===== config.mk =====
export PLATFORM = sky130hd
export DESIGN_NAME = cfgport_decoder
export DESIGN_NICKNAME = d
export VERILOG_FILES = /design/src/rtl/cfgport_pkg.sv /design/src/rtl/cfg_index_latch.sv /design/src/rtl/cfg_route.sv /design/src/rtl/cfg_regfile.sv /design/src/rtl/cfgport_decoder.sv
export SDC_FILE = /design/constraint.sdc
export NUM_CORES = 1
export LEC_CHECK = 0
export ABC_AREA = 1
export BUFFER_PORTS_ARGS = -buffer_cell sky130_fd_sc_hd__buf_2
export CAP_MARGIN = 10
export CORE_UTILIZATION = 25
export CTS_CLUSTER_SIZE = 16
export DETAILED_ROUTE_END_ITERATION = 8
export GPL_TIMING_DRIVEN = 0
export HOLD_SLACK_MARGIN = 0.08
export PLACE_DENSITY = 0.42
export SLEW_MARGIN = 5
export SYNTH_ARGS = -nofsm -noshare
export SYNTH_HDL_FRONTEND = slang
export SYNTH_HIERARCHICAL = 1
export SYNTH_SLANG_ARGS = --single-unit

===== constraint.sdc =====
create_clock -name clk -period 1.6 [get_ports clk]
set_input_delay 0.32 -clock clk [delete_from_list [all_inputs] [get_ports clk]]
set_output_delay 0.32 -clock clk [all_outputs]
set_load 0.05 [all_outputs]

===== src/rtl/cfgport_pkg.sv =====
package cfgport_pkg;

    localparam logic [15:0] PORT_INDEX = 16'h0022;
    localparam logic [15:0] PORT_DATA  = 16'h0023;
    localparam logic [7:0]  CFG_FIRST  = 8'hC0;
    localparam logic [7:0]  CFG_LAST   = 8'hCF;
    localparam logic [7:0]  IDLO_IDX   = 8'hFE;
    localparam logic [7:0]  IDHI_IDX   = 8'hFF;

    typedef enum logic [1:0] {
        SLOT_NONE  = 2'd0,
        SLOT_REG   = 2'd1,
        SLOT_EMPTY = 2'd2,
        SLOT_ID    = 2'd3
    } slot_kind_e;

    typedef struct packed {
        slot_kind_e kind;
        logic [3:0] offs;
        logic       id_hi;
    } slot_t;

    typedef struct packed {
        logic        claim;
        logic        fwd;
        logic        is_wr;
        slot_t       slot;
    } route_t;

    function automatic logic in_claimed(input logic [7:0] idx);
        return (idx >= CFG_FIRST && idx <= CFG_LAST) || idx == IDLO_IDX || idx == IDHI_IDX;
    endfunction

    function automatic slot_t classify(input logic [7:0] idx, input int unsigned n_impl);
        slot_t s;
        s.kind  = SLOT_NONE;
        s.offs  = idx[3:0];
        s.id_hi = idx[0];
        if (idx >= CFG_FIRST && idx <= CFG_LAST) begin
            if (32'(idx[3:0]) < n_impl) s.kind = SLOT_REG;
            else                        s.kind = SLOT_EMPTY;
        end else if (idx == IDLO_IDX || idx == IDHI_IDX) begin
            s.kind = SLOT_ID;
        end
        return s;
    endfunction

endpackage


===== src/rtl/cfg_index_latch.sv =====
module cfg_index_latch
    import cfgport_pkg::*;
(
    input  logic        clk,
    input  logic        rst,
    input  logic [15:0] io_addr,
    input  logic        io_rd,
    input  logic        io_wr,
    input  logic [7:0]  io_wdata,
    output logic [7:0]  idx_q,
    output logic        idx_valid
);
    logic idx_load;
    logic data_touch;

    assign idx_load   = io_wr && (io_addr == PORT_INDEX);
    assign data_touch = (io_rd || io_wr) && (io_addr == PORT_DATA);

    always_ff @(posedge clk) begin
        if (rst) begin
            idx_q     <= '0;
            idx_valid <= 1'b0;
        end else if (idx_load) begin
            idx_q     <= io_wdata;
            idx_valid <= 1'b1;
        end else if (data_touch) begin
            idx_valid <= 1'b0;
        end
    end

    // a data-port access leaves no usable index behind
    a_r5_data_consumes_index: assert property (@(posedge clk) disable iff (rst)
        ((io_rd || io_wr) && io_addr == PORT_DATA) |=> !idx_valid);

    // an index write is held for the next data access
    a_r1_index_latched: assert property (@(posedge clk) disable iff (rst)
        (io_wr && io_addr == PORT_INDEX) |=> (idx_valid && idx_q == $past(io_wdata)));

endmodule


===== src/rtl/cfg_route.sv =====
module cfg_route
    import cfgport_pkg::*;
#(
    parameter int unsigned NUM_IMPL = 4
) (
    input  logic [15:0] io_addr,
    input  logic        io_rd,
    input  logic        io_wr,
    input  logic [7:0]  idx_q,
    input  logic        idx_valid,
    output route_t      route
);
    logic  any_req;
    logic  data_port;
    slot_t slot;

    assign any_req   = io_rd || io_wr;
    assign data_port = io_addr == PORT_DATA;
    assign slot      = classify(idx_q, NUM_IMPL);

    always_comb begin
        route.slot  = slot;
        route.is_wr = io_wr;
        route.claim = any_req && data_port && idx_valid && (slot.kind != SLOT_NONE);
        route.fwd   = any_req && !route.claim;
    end

endmodule


===== src/rtl/cfg_regfile.sv =====
module cfg_regfile
    import cfgport_pkg::*;
#(
    parameter int unsigned NUM_IMPL   = 4,
    parameter int unsigned MAPEN_REG  = 3,
    parameter int unsigned MAPEN_BIT  = 4,
    parameter logic [7:0]  ID_LO      = 8'h5A,
    parameter logic [7:0]  ID_HI      = 8'h3C
) (
    input  logic        clk,
    input  logic        rst,
    input  logic        claim,
    input  logic        is_wr,
    input  slot_t       slot,
    input  logic [7:0]  wdata,
    output logic [7:0]  rdata,
    output logic        map_en
);
    logic [NUM_IMPL-1:0][7:0] cfg_q;
    logic                     reg_we;

    assign reg_we = claim && is_wr && (slot.kind == SLOT_REG);

    for (genvar g = 0; g < NUM_IMPL; g++) begin : g_reg
        always_ff @(posedge clk) begin
            if (rst)
                cfg_q[g] <= '0;
            else if (reg_we && 32'(slot.offs) == g)
                cfg_q[g] <= wdata;
        end
    end

    always_comb begin
        rdata = '0;
        unique case (slot.kind)
            SLOT_REG: begin
                for (int i = 0; i < NUM_IMPL; i++)
                    if (32'(slot.offs) == i) rdata = cfg_q[i];
            end
            SLOT_ID:    rdata = slot.id_hi ? ID_HI : ID_LO;
            SLOT_EMPTY: rdata = '0;
            default:    rdata = '0;
        endcase
    end

    assign map_en = cfg_q[MAPEN_REG][MAPEN_BIT];

    // without a register write enable the file holds still
    a_r3_regs_hold: assert property (@(posedge clk) disable iff (rst)
        !reg_we |=> $stable(cfg_q));

    // mapping enable comes out of reset cleared
    a_r9_mapen_reset: assert property (@(posedge clk) disable iff (rst)
        $past(rst) |-> !map_en);

endmodule


===== src/rtl/cfgport_decoder.sv =====
module cfgport_decoder
    import cfgport_pkg::*;
#(
    parameter int unsigned NUM_IMPL  = 4,
    parameter int unsigned MAPEN_REG = 3,
    parameter int unsigned MAPEN_BIT = 4,
    parameter logic [7:0]  ID_LO     = 8'h5A,
    parameter logic [7:0]  ID_HI     = 8'h3C
) (
    input  logic        clk,
    input  logic        rst,
    input  logic [15:0] io_addr,
    input  logic        io_rd,
    input  logic        io_wr,
    input  logic [7:0]  io_wdata,
    output logic [7:0]  io_rdata,
    output logic        ext_req,
    output logic        ext_wr,
    output logic [15:0] ext_addr,
    output logic [7:0]  ext_wdata,
    input  logic [7:0]  ext_rdata,
    output logic        map_en
);
    logic [7:0] idx_q;
    logic       idx_valid;
    route_t     route;
    logic [7:0] int_rdata;

    cfg_index_latch u_latch (
        .clk       (clk),
        .rst       (rst),
        .io_addr   (io_addr),
        .io_rd     (io_rd),
        .io_wr     (io_wr),
        .io_wdata  (io_wdata),
        .idx_q     (idx_q),
        .idx_valid (idx_valid)
    );

    cfg_route #(.NUM_IMPL(NUM_IMPL)) u_route (
        .io_addr   (io_addr),
        .io_rd     (io_rd),
        .io_wr     (io_wr),
        .idx_q     (idx_q),
        .idx_valid (idx_valid),
        .route     (route)
    );

    cfg_regfile #(
        .NUM_IMPL  (NUM_IMPL),
        .MAPEN_REG (MAPEN_REG),
        .MAPEN_BIT (MAPEN_BIT),
        .ID_LO     (ID_LO),
        .ID_HI     (ID_HI)
    ) u_regs (
        .clk    (clk),
        .rst    (rst),
        .claim  (route.claim),
        .is_wr  (route.is_wr),
        .slot   (route.slot),
        .wdata  (io_wdata),
        .rdata  (int_rdata),
        .map_en (map_en)
    );

    assign ext_req   = route.fwd;
    assign ext_wr    = io_wr;
    assign ext_addr  = io_addr;
    assign ext_wdata = io_wdata;
    assign io_rdata  = route.claim ? int_rdata : ext_rdata;

    // a claimed data access never starts an external cycle
    a_r2_claimed_silent: assert property (@(posedge clk) disable iff (rst)
        ((io_rd || io_wr) && io_addr == PORT_DATA && idx_valid && in_claimed(idx_q)) |-> !ext_req);

    // index writes always reach the external bus
    a_r1_index_forwarded: assert property (@(posedge clk) disable iff (rst)
        (io_wr && io_addr == PORT_INDEX) |-> (ext_req && ext_wr && ext_wdata == io_wdata));

    // no core strobe, no external cycle
    a_r11_idle_quiet: assert property (@(posedge clk) disable iff (rst)
        (!io_rd && !io_wr) |-> !ext_req);

endmodule


==> out/qor.yml, run 1 <==
worst_setup_path:
  cp_slowest_cell: "dfxtp_2"
  cp_cell_sequence: "nand2_4 > nor2_4 > a21oi_4 > nor2_4 > buf_6 > nand2_4 > or2_4 > nand2_2 > nand2_2 > nand2_4 > buf_8"
  cpMostUsedCell: "nand2_4"
  path_depth: 11
  crit_path_end_kind: "primary output"
  r2r-end: "u_regs/cfg_q[7]"
  cp_data_required_time_ps: 1280
  worstSetupStartpointType: "register"
  critical_path_class: "reg2out"
  cpPeakStageDelay_ps: 360
  crit_end: "io_rdata[6]"
  reg2reg_depth: 13
  cp_top_family: "simple AND/OR/NAND/NOR gates"
  regToRegSetupSlack_ps: -270
  worstReg2RegStart: "u_latch/idx_q[7]"
  cp_max_fo: 4
  cp.arrival_ps: 1900
  crit_buf_inv: 2
  startpoint: "u_latch/idx_q[7]"
timing:
  grt_setup_unrepaired: "true"
  worst_slack_ps: -621.6
  min_period_over_period_pct: 138.9
  slew_headroom_pct: 68.15
  fin_crit_ps: 2222
  hold_viol: 0
  finalSetupTns_ps: -10920
  finClkSkew_ps: 14.88
  clock.fmax_ghz: 0.4501
  whs_ps: 199.4
  finalSetupViolations: 41
  worst_slew_pin_slew_ps: 477.7
  slew_violations: 0
routing:
  num_vias: 3012
  routedWlPerCell_um: 12.39
  drcViolationCount: 1
  first_pass_iters: 6
  antenna_left: 0
  wl_um: 8757
  routed_via_density: 4.260
  drtIter0Drc: 129
global_route:
  grt_max_degree: 16
  grt-ovfl-total: 0
  antenna_found_initial: 0
  grt.total_usage_pct: 15.54
  grt_pass1_wl_um: 13550
  grt_pass1_vias: 2692
synthesis:
  synthCells: 467
  synthTopCellsByArea: "dfxtp_1 30%, nand2_1 17%, nor2_1 16%"
  netlist.area_leader.share_pct: 29.58
  synth_compound_area_share_pct: 1.172
  yosys_register_bits: 41
  synth.distinct_cells: 26
  synth_flop_cell: "dfxtp_1"
  async_reset_ff_share_pct: 0
  yosys_warnings: 6
  syn-cell-area_sq_mm: 0.002775
  synth_top_family_by_area: "simple AND/OR/NAND/NOR gates"
  synth-simple-area-share_pct: 51.89
  synth-edff-count: 0
  yosys.area_share.adder_pct: 0
  yosys-top-cells-count: "126 x nand2_1, 121 x nor2_1, 57 x nand3_1"
  synth_area_per_cell_sq_um: 5.943
  synth_top_area_cell: "dfxtp_1"
  syn_nets: 503
  synthMuxAreaShare_pct: 0
  synth_most_common_cell: "nand2_1"
  synth_xor_area_share_pct: 0
  ys_seq_area_share_pct: 29.58
floorplan:
  rows: 38
  num_io_pins: 71
  core-area_sq_mm: 0.01084
  die_area_sq_mm: 0.01153
  die_x_um: 107.4
  dieHeight_um: 107.4
  start_util_pct: 25.60
job:
  cap_violations: 0
finish:
  drive_gt1_share_pct: 41.27
  n_fill_cell: 1208
  nNetsFinal: 602
  utilization_pct: 37.67
  final_area_sq_mm: 0.004084
  syn_to_final_growth_pct: 47.16
  diodes: 0
power_and_ir_drop:
  ir_drop_mv: 0.3824
  power_density_mw_per_mm2: 543.0
  p_total_uw: 2218
  p_leak_uw: 0.001954
clocking:
  cts-htree-levels: 2
  cts-buffers-inserted: 5
  cts_sinks: 41
  cts_tree: "built"
  path_clk_slew_ps: 90
  ctsHoldBuffers: 0
  clk_path_buf_depth: 2
  insertion_delay_ps: 310
  cts_root_buf: "clkbuf_8"
placement:
  dpl.hpwl_um: 6413
  placed_area_sq_mm: 0.003413
  port_buffers: 70
  routabilityCongestion: 0.7886
status:
  status: "complete, but fails checks"
  violations: "DRC, setup timing"
hold_path:
  hold_path.class: "in2reg"
[timing repair]
| action | CTS | global route |
|---|---|---|
| setup buffers | 17 | 3 |
| gates resized for setup | 89 | 22 |
| pin swaps | 31 | 24 |
| endpoints found under the hold margin | 0 | 0 |
| gates cloned | 0 | 2 |
| setup endpoints to repair | 41 | 41 |
[where the power goes]
group,switching [uW],total [uW],internal [uW],leakage (uW)
Clock,430,746,316,0.0000447
Combinational,301,458,157,0.00157
Sequential,0.00411,1010,1010,0.000335
Total,730,2220,1490,0.00195
[per-stage QoR]
step | setup WS (ps) | cells
after detailed placement | -604.9 | 677
after global routing | -736.2 | 707
after global placement | -594.1 | 677
after CTS | -627.6 | 702
final | -621.6 | 707
after floorplan | -121.4 | 467
[placed cells by master (no fill, tap or decap), types with 2 or more instances in the layout]
cell type	n
nor2_1	106
nand2_1	97
buf_2	61
nand3_1	52
buf_4	44
inv_1	37
dfxtp_1	33
nand2_2	18
nor2_4	16
nand2_4	13
buf_6	12
nor2_2	12
buf_8	11
inv_4	5
clkbuf_8	5
dfxtp_2	5
nand3_2	5
inv_2	4
or2_4	3
a21oi_2	3
dfxtp_4	3
buf_1	3
inv_6	2
clkbuf_16	2
nand3b_1	2
[area by class of cell]
class	instances	area (sq um)	share of cell area, %
plain buffers	42	352.8	8.640
flip-flops and latches	41	838.3	20.53
inverters	48	197.7	4.841
multi-input cells	336	1762	43.14
clock inverters	3	25.02	0.6127
repair buffers	92	664.4	16.27
well taps	140	175.2	4.289
clock buffers	5	68.82	1.685
[sequential cells by signal, summed over array words and instances, names as in the netlist]
register / cells
u_regs/map_en: 1
u_latch/idx_valid: 1
u_regs/cfg_q: 31
u_latch/idx_q: 8
[worst min path at each step]
stage	startpoint	to	slack, ps	depth (start not counted)
finish	rst	u_latch/idx_valid	200	2
floorplan	rst	u_latch/idx_valid	380	1
global placement	u_regs/cfg_q[29]	u_regs/cfg_q[29]	450	2
global route	rst	u_latch/idx_valid	190	2
detailed placement	u_regs/cfg_q[30]	u_regs/cfg_q[30]	460	2
CTS	rst	u_latch/idx_valid	190	2
[cell families after synthesis]
kind of cell,after synthesis
simple gates,331
buf+inv,90
flops,41
compound gates,5
[metal layers]
metal	GRT usage (%)	wire length (um)	vias to the layer above	part of all wire, %
li1	-	-	1598	-
met3	2.542	386	14	4.4
met4	5.577	184	0	2.1
met5	0	0	-	0
met2	26.87	4212	90	48
met1	19.37	3974	1310	45
[worst reg2reg max path, cell delays in order (launching register included)]
cell and delay (ps):
dfxtp_2 360, nand2_4 70, nor2_4 150, a21oi_4 100, nor2_4 170, nand2_4 80, buf_4 150, nor2_4 180
buf_6 160, buf_4 100, buf_4 100, nand3_1 70, nand2_1 70, nor2_1 50
(Power assumes the default switching activity.)
==> run 2, diff against run 1 <==
- CELL_PAD_IN_SITES_DETAIL_PLACEMENT: unset -> 2
- CELL_PAD_IN_SITES_GLOBAL_PLACEMENT: unset -> 2
- CORE_UTILIZATION: 25 -> 24
- PLACE_DENSITY: 0.42 -> 0.72
==> out/qor.yml, run 2 (same netlist as run 1, synthesis figures left out) <==
worst_setup_path:
  cp_cell_sequence: "nand2_2 > nor2_4 > a21oi_4 > nor2_4 > nand2_4 > buf_4 > buf_6 > a21oi_2 > nand2_2 > nand2_4 > buf_8"
  regToRegSetupSlack_ps: -580  # -310 ps
  crit_path_end_kind: "primary output"
  r2r-end: "u_regs/cfg_q[31]"
  cp_data_required_time_ps: 1280  # about the same
  cp_max_fo: 4  # unchanged
  worstReg2RegStart: "u_latch/idx_q[4]"
  cpPeakStageDelay_ps: 370  # about the same
  reg2reg_depth: 12  # -1
  critical_path_class: "reg2out"
  cp_slowest_cell: "dfxtp_2"
  cp.arrival_ps: 2000  # +100 ps
  worstSetupStartpointType: "register"
routing:
  routedWlPerCell_um: 16.51  # +33%
  wl_um: 11740  # +34%
  num_vias: 3229  # +7.2%
  drcViolationCount: 0  # -1
  antenna_left: 0  # unchanged
  routed_via_density: 4.541  # +6.6%
  drtIter0Drc: 97  # -25%
  first_pass_iters: 4  # -2
global_route:
  grt_pass1_wl_um: 16950  # +25%
  grt.total_usage_pct: 18.85  # +3.3 points
  grt_pass1_vias: 3331  # +24%
  grt-ovfl-total: 0  # unchanged
  grt_max_degree: 14  # -2
  antenna_found_initial: 0  # unchanged
timing:
  grt_setup_unrepaired: "true"
  slew_headroom_pct: 63.44  # -4.7 points
  clock.fmax_ghz: 0.4304  # -4.4%
  fin_crit_ps: 2324  # +102.0 ps
  hold_viol: 0  # unchanged
  min_period_over_period_pct: 145.2  # +6.4 points
  worst_slew_pin_slew_ps: 548.4  # +70.71 ps
  worst_slack_ps: -723.7  # -102.0 ps
  finClkSkew_ps: 7.046  # -7.829 ps
  finalSetupViolations: 41  # unchanged
  slew_violations: 0  # unchanged
clocking:
  cts-htree-levels: 2  # unchanged
  clk_path_buf_depth: 2  # unchanged
  cts-buffers-inserted: 5  # unchanged
  cts_tree: "built"
  cts_root_buf: "clkbuf_16"
  insertion_delay_ps: 290  # -20 ps
  cts_sinks: 41  # unchanged
  path_clk_slew_ps: 60  # -30 ps
  ctsHoldBuffers: 0  # unchanged
power_and_ir_drop:
  power_switching_uw: 753.5  # +3.2%
  internal_power_uw: 1954  # +31%
  ir_drop_mv: 0.4436  # +16%
  seqPwrFrac_pct: 37.6  # -8.1 points
  power_switching_share_pct: 27.83  # -5.1 points
  power_frac_comb_pct: 17.4  # -3.3 points
  p_leak_uw: 0.002023  # +3.6%
  power_density_mw_per_mm2: 644.3  # +19%
  power.share.clock_pct: 45.0  # +11 points
  p_total_uw: 2707  # +22%
finish:
  largest_reg_flops: 31  # unchanged
  diodes: 0  # unchanged
  layout_common_cells: "98 x nor2_1, 96 x nand2_1, 62 x buf_2"
  n_fill_cell: 1335  # +11%
  syn_to_final_growth_pct: 51.40
  nNetsFinal: 606  # +0.66%
  multi_input_area_sq_mm: 0.001804  # +2.4%
  drive_gt1_share_pct: 43.43  # +2.2 points
  top_register: "u_regs/cfg_q"
  final_common_cell: "nor2_1"
  reg_top3: "u_regs/cfg_q: 31 flops, u_latch/idx_q: 8 flops"
  seq_area_sq_um: 835.8  # -0.30%
status:
  status: "complete, but fails checks"
  violations: "setup timing"
placement:
  port_buffers: 70  # unchanged
  dpl.hpwl_um: 8206  # +28%
  routabilityCongestion: 0.7973  # +1.1%
  place_ws_ps: -689.0  # -84.14 ps
job:
  cap_violations: 0  # unchanged
floorplan:
  die_area_sq_mm: 0.01200  # +4.1%
  rows: 38  # unchanged
  start_util_pct: 25.16  # -0.44 points
  die_x_um: 109.5  # +2.0%
  dieHeight_um: 109.5  # +2.0%
  num_io_pins: 71  # unchanged
  core-area_sq_mm: 0.01103  # +1.8%
hold_path:
  hp-start: "rst"
  hold_end: "u_latch/idx_valid"
  hold_path.class: "in2reg"
  min_path_cells: 2  # unchanged
run 2: worst max path at each step:
stage,from,to,slack [ps],cells past startpoint
global route,u_latch/idx_q[4],io_rdata[4],-820,12
detailed placement,u_latch/idx_q[2],io_rdata[6],-690,13
global placement,u_latch/idx_q[2],io_rdata[6],-640,13
finish,u_latch/idx_q[4],io_rdata[7],-720,11
floorplan,u_latch/idx_q[4],io_rdata[1],-120,12
CTS,u_latch/idx_q[2],io_rdata[7],-610,11
run 2: per-layer routing:
metal	GRT usage, %	wire length, um
met5	0	0
met4	4.286	98
met3	2.430	300
met2	34.64	6231
met1	23.19	5111
run 2: stage by stage:
step           utilization (%)  instance area (sq um)  std cells  setup TNS (ps)  hold slack, ps
2_1_floorplan                -                   2888        467          -709.3           382.4
3_3_place_gp             30.94                   3413        677          -21470           447.9
3_5_place_dp             30.94                   3413        677          -22300           463.1
4_1_cts                  35.78                   3946        698          -15960           218.8
5_1_grt                  38.09                   4202        711          -26810           229.8
6_report                 38.09                   4202        711          -22470           217.4
run 2: worst max-delay path, delay by kind of cell, from the launching register on:
kind / cells / cell delay [ps]
buf+inv: 3 / 410
simple gates: 6 / 680
flops: 1 / 370
compound gates: 2 / 250
run 2: layout make-up:
cell class / instances / share of cell area (%)
Multi-Input combinational cell: 336 / 42.94
Sequential cell: 41 / 19.89
Timing Repair Buffer: 96 / 16.11
Buffer: 42 / 7.892
Inverter: 48 / 4.795
Tap cell: 140 / 4.169
Clock buffer: 6 / 3.306
Clock inverter: 2 / 0.8934
run 2: power by group through the flow:
stage / clock network [uW] / logic (uW) / registers, uW
4_1_cts: 1250 / 472 / 1020
5_1_grt: 1290 / 501 / 1020
6_report: 1220 / 472 / 1020
3_3_place_gp: 0 / 437 / 1040
3_5_place_dp: 0 / 445 / 1040
2_1_floorplan: 0 / 301 / 1040
run 2: repair_timing:
action	CTS	global route
setup endpoints to repair	41	41
pin swaps	20	24
resized for setup	76	45
cloned	1	1
buffers inserted	12	12
